File: config.mk
export PLATFORM = sky130hd
export DESIGN_NAME = raster_timing_gen
export DESIGN_NICKNAME = d
export VERILOG_FILES = /design/src/rtl/raster_pkg.sv /design/src/rtl/raster_counter.sv /design/src/rtl/raster_decode.sv /design/src/rtl/raster_status.sv /design/src/rtl/raster_timing_gen.sv
export SDC_FILE = /design/constraint.sdc
export NUM_CORES = 1
export LEC_CHECK = 0
export BUFFER_PORTS_ARGS = -buffer_cell sky130_fd_sc_hd__buf_2
export CAP_MARGIN = 10
export CORE_ASPECT_RATIO = 0.7
export CORE_UTILIZATION = 35
export CTS_CLUSTER_DIAMETER = 120
export DETAILED_ROUTE_END_ITERATION = 6
export PLACE_DENSITY = 0.59
export SKIP_LAST_GASP = 1
export SLEW_MARGIN = 20
export SYNTH_ARGS = -nofsm -noshare
export SYNTH_HDL_FRONTEND = slang
export SYNTH_SLANG_ARGS = --single-unit
export TNS_END_PERCENT = 20
File: constraint.sdc
create_clock -name clk -period 1.7 [get_ports clk]
set_input_delay 0.085 -clock clk [delete_from_list [all_inputs] [get_ports clk]]
set_output_delay 0.085 -clock clk [all_outputs]
set_load 0.01 [all_outputs]
File: src/rtl/raster_pkg.sv
package raster_pkg;

  typedef struct packed {
    logic vblank;
    logic nmi;
    logic hit;
    logic ovf;
  } stat_t;

  typedef struct packed {
    logic frame_top;
    logic vblank_start;
    logic line_top_vis;
  } tick_t;

endpackage

File: src/rtl/raster_counter.sv
module raster_counter #(
  parameter int LINE_DOTS   = 341,
  parameter int FRAME_LINES = 262,
  parameter int XW          = $clog2(LINE_DOTS),
  parameter int YW          = $clog2(FRAME_LINES)
) (
  input  logic          clk,
  input  logic          rst_n,
  input  logic          dot_en,
  output logic [XW-1:0] x,
  output logic [YW-1:0] y,
  output logic          last_x,
  output logic          last_y
);

  localparam logic [XW-1:0] X_LAST = XW'(LINE_DOTS - 1);
  localparam logic [YW-1:0] Y_LAST = YW'(FRAME_LINES - 1);

  logic [XW-1:0] x_nxt;
  logic [YW-1:0] y_nxt;

  assign last_x = (x == X_LAST);
  assign last_y = (y == Y_LAST);

  always_comb begin
    x_nxt = x;
    y_nxt = y;
    if (dot_en) begin
      if (last_x) begin
        x_nxt = '0;
        y_nxt = last_y ? '0 : y + 1'b1;
      end else begin
        x_nxt = x + 1'b1;
      end
    end
  end

  always_ff @(posedge clk or negedge rst_n) begin
    if (!rst_n) begin
      x <= '0;
      y <= '0;
    end else begin
      x <= x_nxt;
      y <= y_nxt;
    end
  end

endmodule

File: src/rtl/raster_decode.sv
module raster_decode
  import raster_pkg::*;
#(
  parameter int VIS_W = 256,
  parameter int VIS_H = 240,
  parameter int XW    = 9,
  parameter int YW    = 9
) (
  input  logic          dot_en,
  input  logic [XW-1:0] x,
  input  logic [YW-1:0] y,
  input  logic          last_x,
  input  logic          last_y,
  output logic          render_stb,
  output logic          prefetch_stb,
  output logic [YW-1:0] prefetch_line,
  output tick_t         tick
);

  localparam logic [XW-1:0] X_VIS = XW'(VIS_W);
  localparam logic [YW-1:0] Y_VIS = YW'(VIS_H);

  logic y_in_vis;
  logic line_top;

  assign y_in_vis = (y < Y_VIS);
  assign line_top = dot_en && (x == '0);

  always_comb begin
    render_stb        = dot_en && (x < X_VIS) && y_in_vis;
    prefetch_stb      = dot_en && last_x;
    prefetch_line     = last_y ? '0 : y + 1'b1;
    tick.frame_top    = line_top && (y == '0);
    tick.vblank_start = line_top && (y == Y_VIS);
    tick.line_top_vis = line_top && y_in_vis;
  end

endmodule

File: src/rtl/raster_status.sv
module raster_status
  import raster_pkg::*;
(
  input  logic  clk,
  input  logic  rst_n,
  input  tick_t tick,
  input  logic  nmi_enable,
  input  logic  status_rd,
  input  logic  hit_set,
  input  logic  ovf_set,
  output stat_t stat
);

  stat_t stat_nxt;

  always_comb begin
    stat_nxt = stat;
    // vertical blank: read beats the counter-driven set
    if (status_rd)              stat_nxt.vblank = 1'b0;
    else if (tick.vblank_start) stat_nxt.vblank = 1'b1;
    else if (tick.frame_top)    stat_nxt.vblank = 1'b0;
    // interrupt request follows the same priority
    if (status_rd || tick.frame_top)           stat_nxt.nmi = 1'b0;
    else if (tick.vblank_start && nmi_enable)  stat_nxt.nmi = 1'b1;
    // sprite flags: line-start clear beats a set
    if (tick.line_top_vis) begin
      stat_nxt.hit = 1'b0;
      stat_nxt.ovf = 1'b0;
    end else begin
      if (hit_set) stat_nxt.hit = 1'b1;
      if (ovf_set) stat_nxt.ovf = 1'b1;
    end
  end

  always_ff @(posedge clk or negedge rst_n) begin
    if (!rst_n) stat <= '0;
    else        stat <= stat_nxt;
  end

endmodule

File: src/rtl/raster_timing_gen.sv
module raster_timing_gen
  import raster_pkg::*;
#(
  parameter int LINE_DOTS   = 341,
  parameter int FRAME_LINES = 262,
  parameter int VIS_W       = 256,
  parameter int VIS_H       = 240,
  parameter int XW          = $clog2(LINE_DOTS),
  parameter int YW          = $clog2(FRAME_LINES)
) (
  input  logic          clk,
  input  logic          rst_n,
  input  logic          dot_en,
  input  logic          nmi_enable,
  input  logic          status_rd,
  input  logic          hit_set,
  input  logic          ovf_set,
  output logic [XW-1:0] dot_x,
  output logic [YW-1:0] dot_y,
  output logic          render_stb,
  output logic          prefetch_stb,
  output logic [YW-1:0] prefetch_line,
  output logic          vblank,
  output logic          nmi,
  output logic          spr0_hit,
  output logic          spr_ovf
);

  logic [1:0] rst_sync;
  logic       rst_core_n;
  logic       last_x;
  logic       last_y;
  tick_t      tick;
  stat_t      stat;

  // assert asynchronously, release after two clean edges
  always_ff @(posedge clk or negedge rst_n) begin
    if (!rst_n) rst_sync <= 2'b00;
    else        rst_sync <= {rst_sync[0], 1'b1};
  end
  assign rst_core_n = rst_sync[1];

  raster_counter #(
    .LINE_DOTS(LINE_DOTS), .FRAME_LINES(FRAME_LINES), .XW(XW), .YW(YW)
  ) i_counter (
    .clk(clk), .rst_n(rst_core_n), .dot_en(dot_en),
    .x(dot_x), .y(dot_y), .last_x(last_x), .last_y(last_y)
  );

  raster_decode #(
    .VIS_W(VIS_W), .VIS_H(VIS_H), .XW(XW), .YW(YW)
  ) i_decode (
    .dot_en(dot_en), .x(dot_x), .y(dot_y), .last_x(last_x), .last_y(last_y),
    .render_stb(render_stb), .prefetch_stb(prefetch_stb),
    .prefetch_line(prefetch_line), .tick(tick)
  );

  raster_status i_status (
    .clk(clk), .rst_n(rst_core_n), .tick(tick), .nmi_enable(nmi_enable),
    .status_rd(status_rd), .hit_set(hit_set), .ovf_set(ovf_set), .stat(stat)
  );

  assign vblank   = stat.vblank;
  assign nmi      = stat.nmi;
  assign spr0_hit = stat.hit;
  assign spr_ovf  = stat.ovf;

endmodule

# Yosys cells after proc, flatten, opt, wreduce, memory -nomap -nowiden
# Cells that the tools add are included.
# word_totals
regBits,24
inputBits,7
out_inout_bits,33
wordCells,40
# op_classes
n_addsub,2
n_lt_le_gt_ge,2
n_eq_ne,3
muxes,10
reduce_logical,16
# ops
cell,n
$add 9x1->9 const B,2
$eq 9x9->1 const B,2
$logic_not 9->1,2
$mux 9,2
$eq 9x8->1 const B,1
$lt 9x8->1 const B,1
$lt 9x9->1 const B,1
$logic_and 1x1->1,8
$mux 1,7
$reduce_bool 2->1,3
$reduce_bool 3->1,1
$mux 2,1
$reduce_and 2->1,1
$logic_or 1x1->1,1

# Depth between registers and ports, before layout
# logic_depth
ltp_word,6
mapped_depth,8
mapped_depth_nobuf,7

# Hierarchy
# A second synthesis with hierarchy kept.
# hier_totals
hier_cells,161
area_unflattened_um2,1475.2
# modules_own_cells
module,n_inst,cells_per_inst,area_each_um2,seq_area_each_um2
raster_counter,1,99,1006.0,450.4
raster_decode,1,46,271.5,0.0
raster_status,1,13,143.9,100.1
raster_timing_gen,1,3,53.8,50.0

# Worst setup path before layout
# OpenSTA, ideal clock, no wires.
# synth_path
kind,flip-flop to flip-flop
start,reg i_counter.x[0]
end,"reg, netlist name i_status.stat[3]"
setup_ns,0.122
t_arrival_ns,1.640
t_required_ns,1.578
path_slack_ns,-0.062
stages_incl_launch_ff,7
path_buffers,0
synth_period_minus_slack_ns,1.762
cell_sequence,dfrtp_1 > inv_1 > ha_1 > nor4b_4 > and4_1 > nand2_1 > a32o_1
# synth_via
elab_chain_cells,5
elab_cells_between_ends,7
cone_classes,mux: 2; reduce/logical: 5
# synth_lines
element,line_no,rtl
from (decl),raster_counter.sv:10,"output logic [XW-1:0] x,"
from (signal assigned),raster_counter.sv:43,x <= x_nxt;
$logic_not 9->1 (*),raster_decode.sv:27,assign line_top = dot_en && (x == '0);
$logic_and 1x1->1 (*),raster_decode.sv:27,
$logic_and 1x1->1,raster_decode.sv:34,tick.vblank_start = line_top && (y == Y_VIS);
$mux 1,raster_status.sv:20,else if (tick.vblank_start) stat_nxt.vblank = 1'b1;
$mux 1,raster_status.sv:19,if (status_rd) stat_nxt.vblank = 1'b0;
# Mark *: on every way between the ends. The rest lies on a longest branch, timed or not.
# A chain may end at the register's enable or synchronous reset.

# Worst setup path after layout
# layout_path
start,reg i_counter.x[4]
end,"reg, netlist name i_status.stat[3]"
# layout_via
elab_chain_cells,5
elab_cells_between_ends,7
cone_classes,mux: 2; reduce/logical: 5
# layout_lines
element,line_no
$logic_not 9->1 (*),raster_decode.sv:27
$logic_and 1x1->1 (*),raster_decode.sv:27
$logic_and 1x1->1,raster_decode.sv:34
$mux 1,raster_status.sv:20
$mux 1,raster_status.sv:19
# Marked as above.

==> out/summary.txt <==
CTS tree = built
Post-route cell area = 1979 um^2
Hold WC Path Type = in -> reg
RSZ-0062 raised after global routing = yes
Routed vias = 1320
CP required = 1.87 ns
Avg WL per Cell = 14.08 um
Core ar. = 3649 um^2
Crit path kind = reg -> reg
Die width = 77.16 um
DP HPWL = 2.661 mm
Antenna violations before repair = 0
Largest net degree at the start of global routing = 17
Max cap viols = 0
Startpoint class of the critical path = register
Post-route ant nets = 0
Dominant cell type by area after synthesis = dfrtp_1
Clock Sinks = 24
Port bufs = 39
Top_reg_cell synth = dfrtp_1
# rows = 18
CTS Buf Count = 3
Min cycle time layout = 1.702 ns
Final nets = 223
Worst-margin pin slew = 0.6636 ns
Area growth, synth to finish = 43.04%
Final setup vio count = 1
Placed Area = 1742 um^2
PD cells = 892.9 nW/um^2
CTS root buffer = clkbuf_8
FFs w/ async S/R, synth = 100.0%
# IOs = 40
Clk_lat worst skew = 0.28 ns
Slew headroom = 55.76%
Vias in the first global route = 1115
Critical path arrival = 1.87 ns
Max clock buf depth = 2
Status = finished with violations
Leakage = 1.018 nW
Synth Net Count = 155
Post-synth EDFFs = 0
Share of the yosys chip area belonging to registers = 43.40%
Die height = 54.61 um
Max VDD drop = 0.0004691 V
Top-area cell type share of the netlist area = 43.40%
Yosys warns = 0
Synth Area per Inst = 9.677 um^2
First-pass GRT wire length = 5.471 mm
Diodes inserted = 0
Worst Slack Setup Final = -0.002037 ns
CP Max Fanout = 5
Final Skew = 0.01312 ns
Failing checks = setup timing
Placed cells = 243
H-tree depth = 1
Post-Layout Cell Count = 260
DRT Wirelength = 3.662 mm
Period utilisation layout = 100.1%
Gr usage total = 17.04%
Worst setup EP type = register
Unique cell type count in the Yosys netlist = 39
#FFs+latches synth = 24
Gpl congestion = 0.8120
Via/cell ratio = 5.077
Initial core utilization = 37.93%
Syn Std Cell Area = 1384 um^2
Cell count after synthesis = 143
Fmax = 0.5875 GHz
Final Hold Fails = 0
Total grt overflow = 0
Layout cells sized above 1 = 46.67%
Initial DRT Pass Iterations = 5
Synth top area cells = dfrtp_1 43%, ha_1 4.5%, xor2_1 4.4%
Die ar. = 4213 um^2
Clock-pin transition on the worst setup and hold timing paths = 0.10 ns
Slew Limit Fails = 0
Post-place setup slack = 0.05592 ns
Detailed Route Iter0 Violations = 94
Drt drc = 0
worst max-delay path: stages (launching register included):
cell     delay [ns]
dfrtp_1        0.44
nor4b_1        0.54
and4_4         0.34
nand2_2        0.06
a32o_1         0.21
metal layers:
metal | vias up | part of all wire, % | GRT usage (%)
met5 | - | 0 | 0
met4 | 0 | 0 | 2.201
met2 | 42 | 46 | 26.99
met1 | 638 | 49 | 24.00
met3 | 0 | 5.1 | 4.667
li1 | 640 | - | -
stage by stage:
step / TNS, ns / power [W] / hold WS [ns] / utilization [%]
2_1_floorplan: -0.08186 / 0.0009837 / -0.2106 / -
3_3_place_gp: 0 / 0.001217 / -0.1309 / 47.74
3_5_place_dp: 0 / 0.001237 / -0.1266 / 47.74
4_1_cts: -0.1597 / 0.001767 / 0.03868 / 50.89
5_1_grt: -0.1333 / 0.001846 / 0.03512 / 54.25
6_report: -0.002037 / 0.001767 / 0.02984 / 54.25
layout make-up:
cell class	count	area, um^2
fill	337	1669
multi-input combinational	104	759.5
sequential	24	606.8
timing repair buffer	70	446.7
tap	50	62.56
clock buffer	3	41.29
inverter	8	32.53
clock inverter	1	30.03
cell usage in the layout (no fill, tap or decap), types with 2 or more instances in the layout:
master         count
a21o_1             2
a21oi_1            4
a22o_1             2
and3_1             4
and4_4             3
buf_2             38
buf_4             27
buf_6              3
clkbuf_8           3
dfrtp_1           19
dfrtp_2            5
dlygate4sd3_1      2
ha_1               4
inv_1              5
inv_2              2
nand2_1            9
nand2_2            2
nand3_1            5
nand4_1            6
nor2_1            11
nor2_2             2
nor3b_1            2
o21a_1             2
o21ai_0           11
o21ai_2            2
xnor2_1            5
xor2_1             7
logic make-up after synthesis:
group	Yosys count	synth area share, %
buffers and inverters	15	4.882
xor gates and xnor gates	12	7.595
and+or+nand+nor	57	25.59
DFF	24	43.40
other	1	0.2710
AOI/OAI and AO/OA	29	13.74
adders and majority gates	5	4.521
path summary, 6_finish.rpt:
check / start / to / slack, ns / cells past startpoint
max in group asynchronous: rst_sync[1] / i_counter.y[3] / 0.84 / 1
min in group asynchronous: rst_n / rst_sync[0] / 0.12 / 2
hold reg to reg: rst_sync[1] / i_counter.x[4] / 0.26 / 0
hold / removal: hit_set / i_status.stat[1] / 0.03 / 2
setup reg to reg: i_counter.x[4] / i_status.stat[3] / -0.002 / 4
setup / recovery: i_counter.x[4] / i_status.stat[3] / -0.002 / 4
sequential cells by signal (all words and copies together) (netlist names):
| name | flops |
|---|---|
| i_counter.x | 9 |
| i_counter.y | 9 |
| i_status.stat | 4 |
| rst_sync | 2 |
report_power, final:
group          total, W  internal (W)  switching (W)
clock          0.000513      0.000315       0.000198
sequential     0.000717      0.000645      0.0000717
combinational  0.000537      0.000256       0.000281
total           0.00177       0.00122       0.000551
synthesized netlist by cell type (2+ instances only):
cell type and number:
a21o_1 2, xnor2_1 5, dfrtp_1 24, and4_1 3
o21ai_2 2, nor3b_1 2, xor2_1 7, a22o_1 2
nand4_1 6, and2_1 2, a21oi_1 4, nor2_1 13
nor4b_1 2, o21a_1 2, clkbuf_1 4, ha_1 5
o21ai_0 11, nand2_1 11, and3_1 4, inv_1 7
nand3_1 6, buf_2 2
timing repair:
item | 4_1_cts | 5_1_grt
resized for setup | 1 | 22
pin swaps | 1 | 6
hold buffers | 2 | 0
buffers inserted | 3 | 8
hold endpoints to repair | 3 | 0
setup endpoints to repair | 8 | 15
Note: power is estimated with default switching activity, not from simulation.
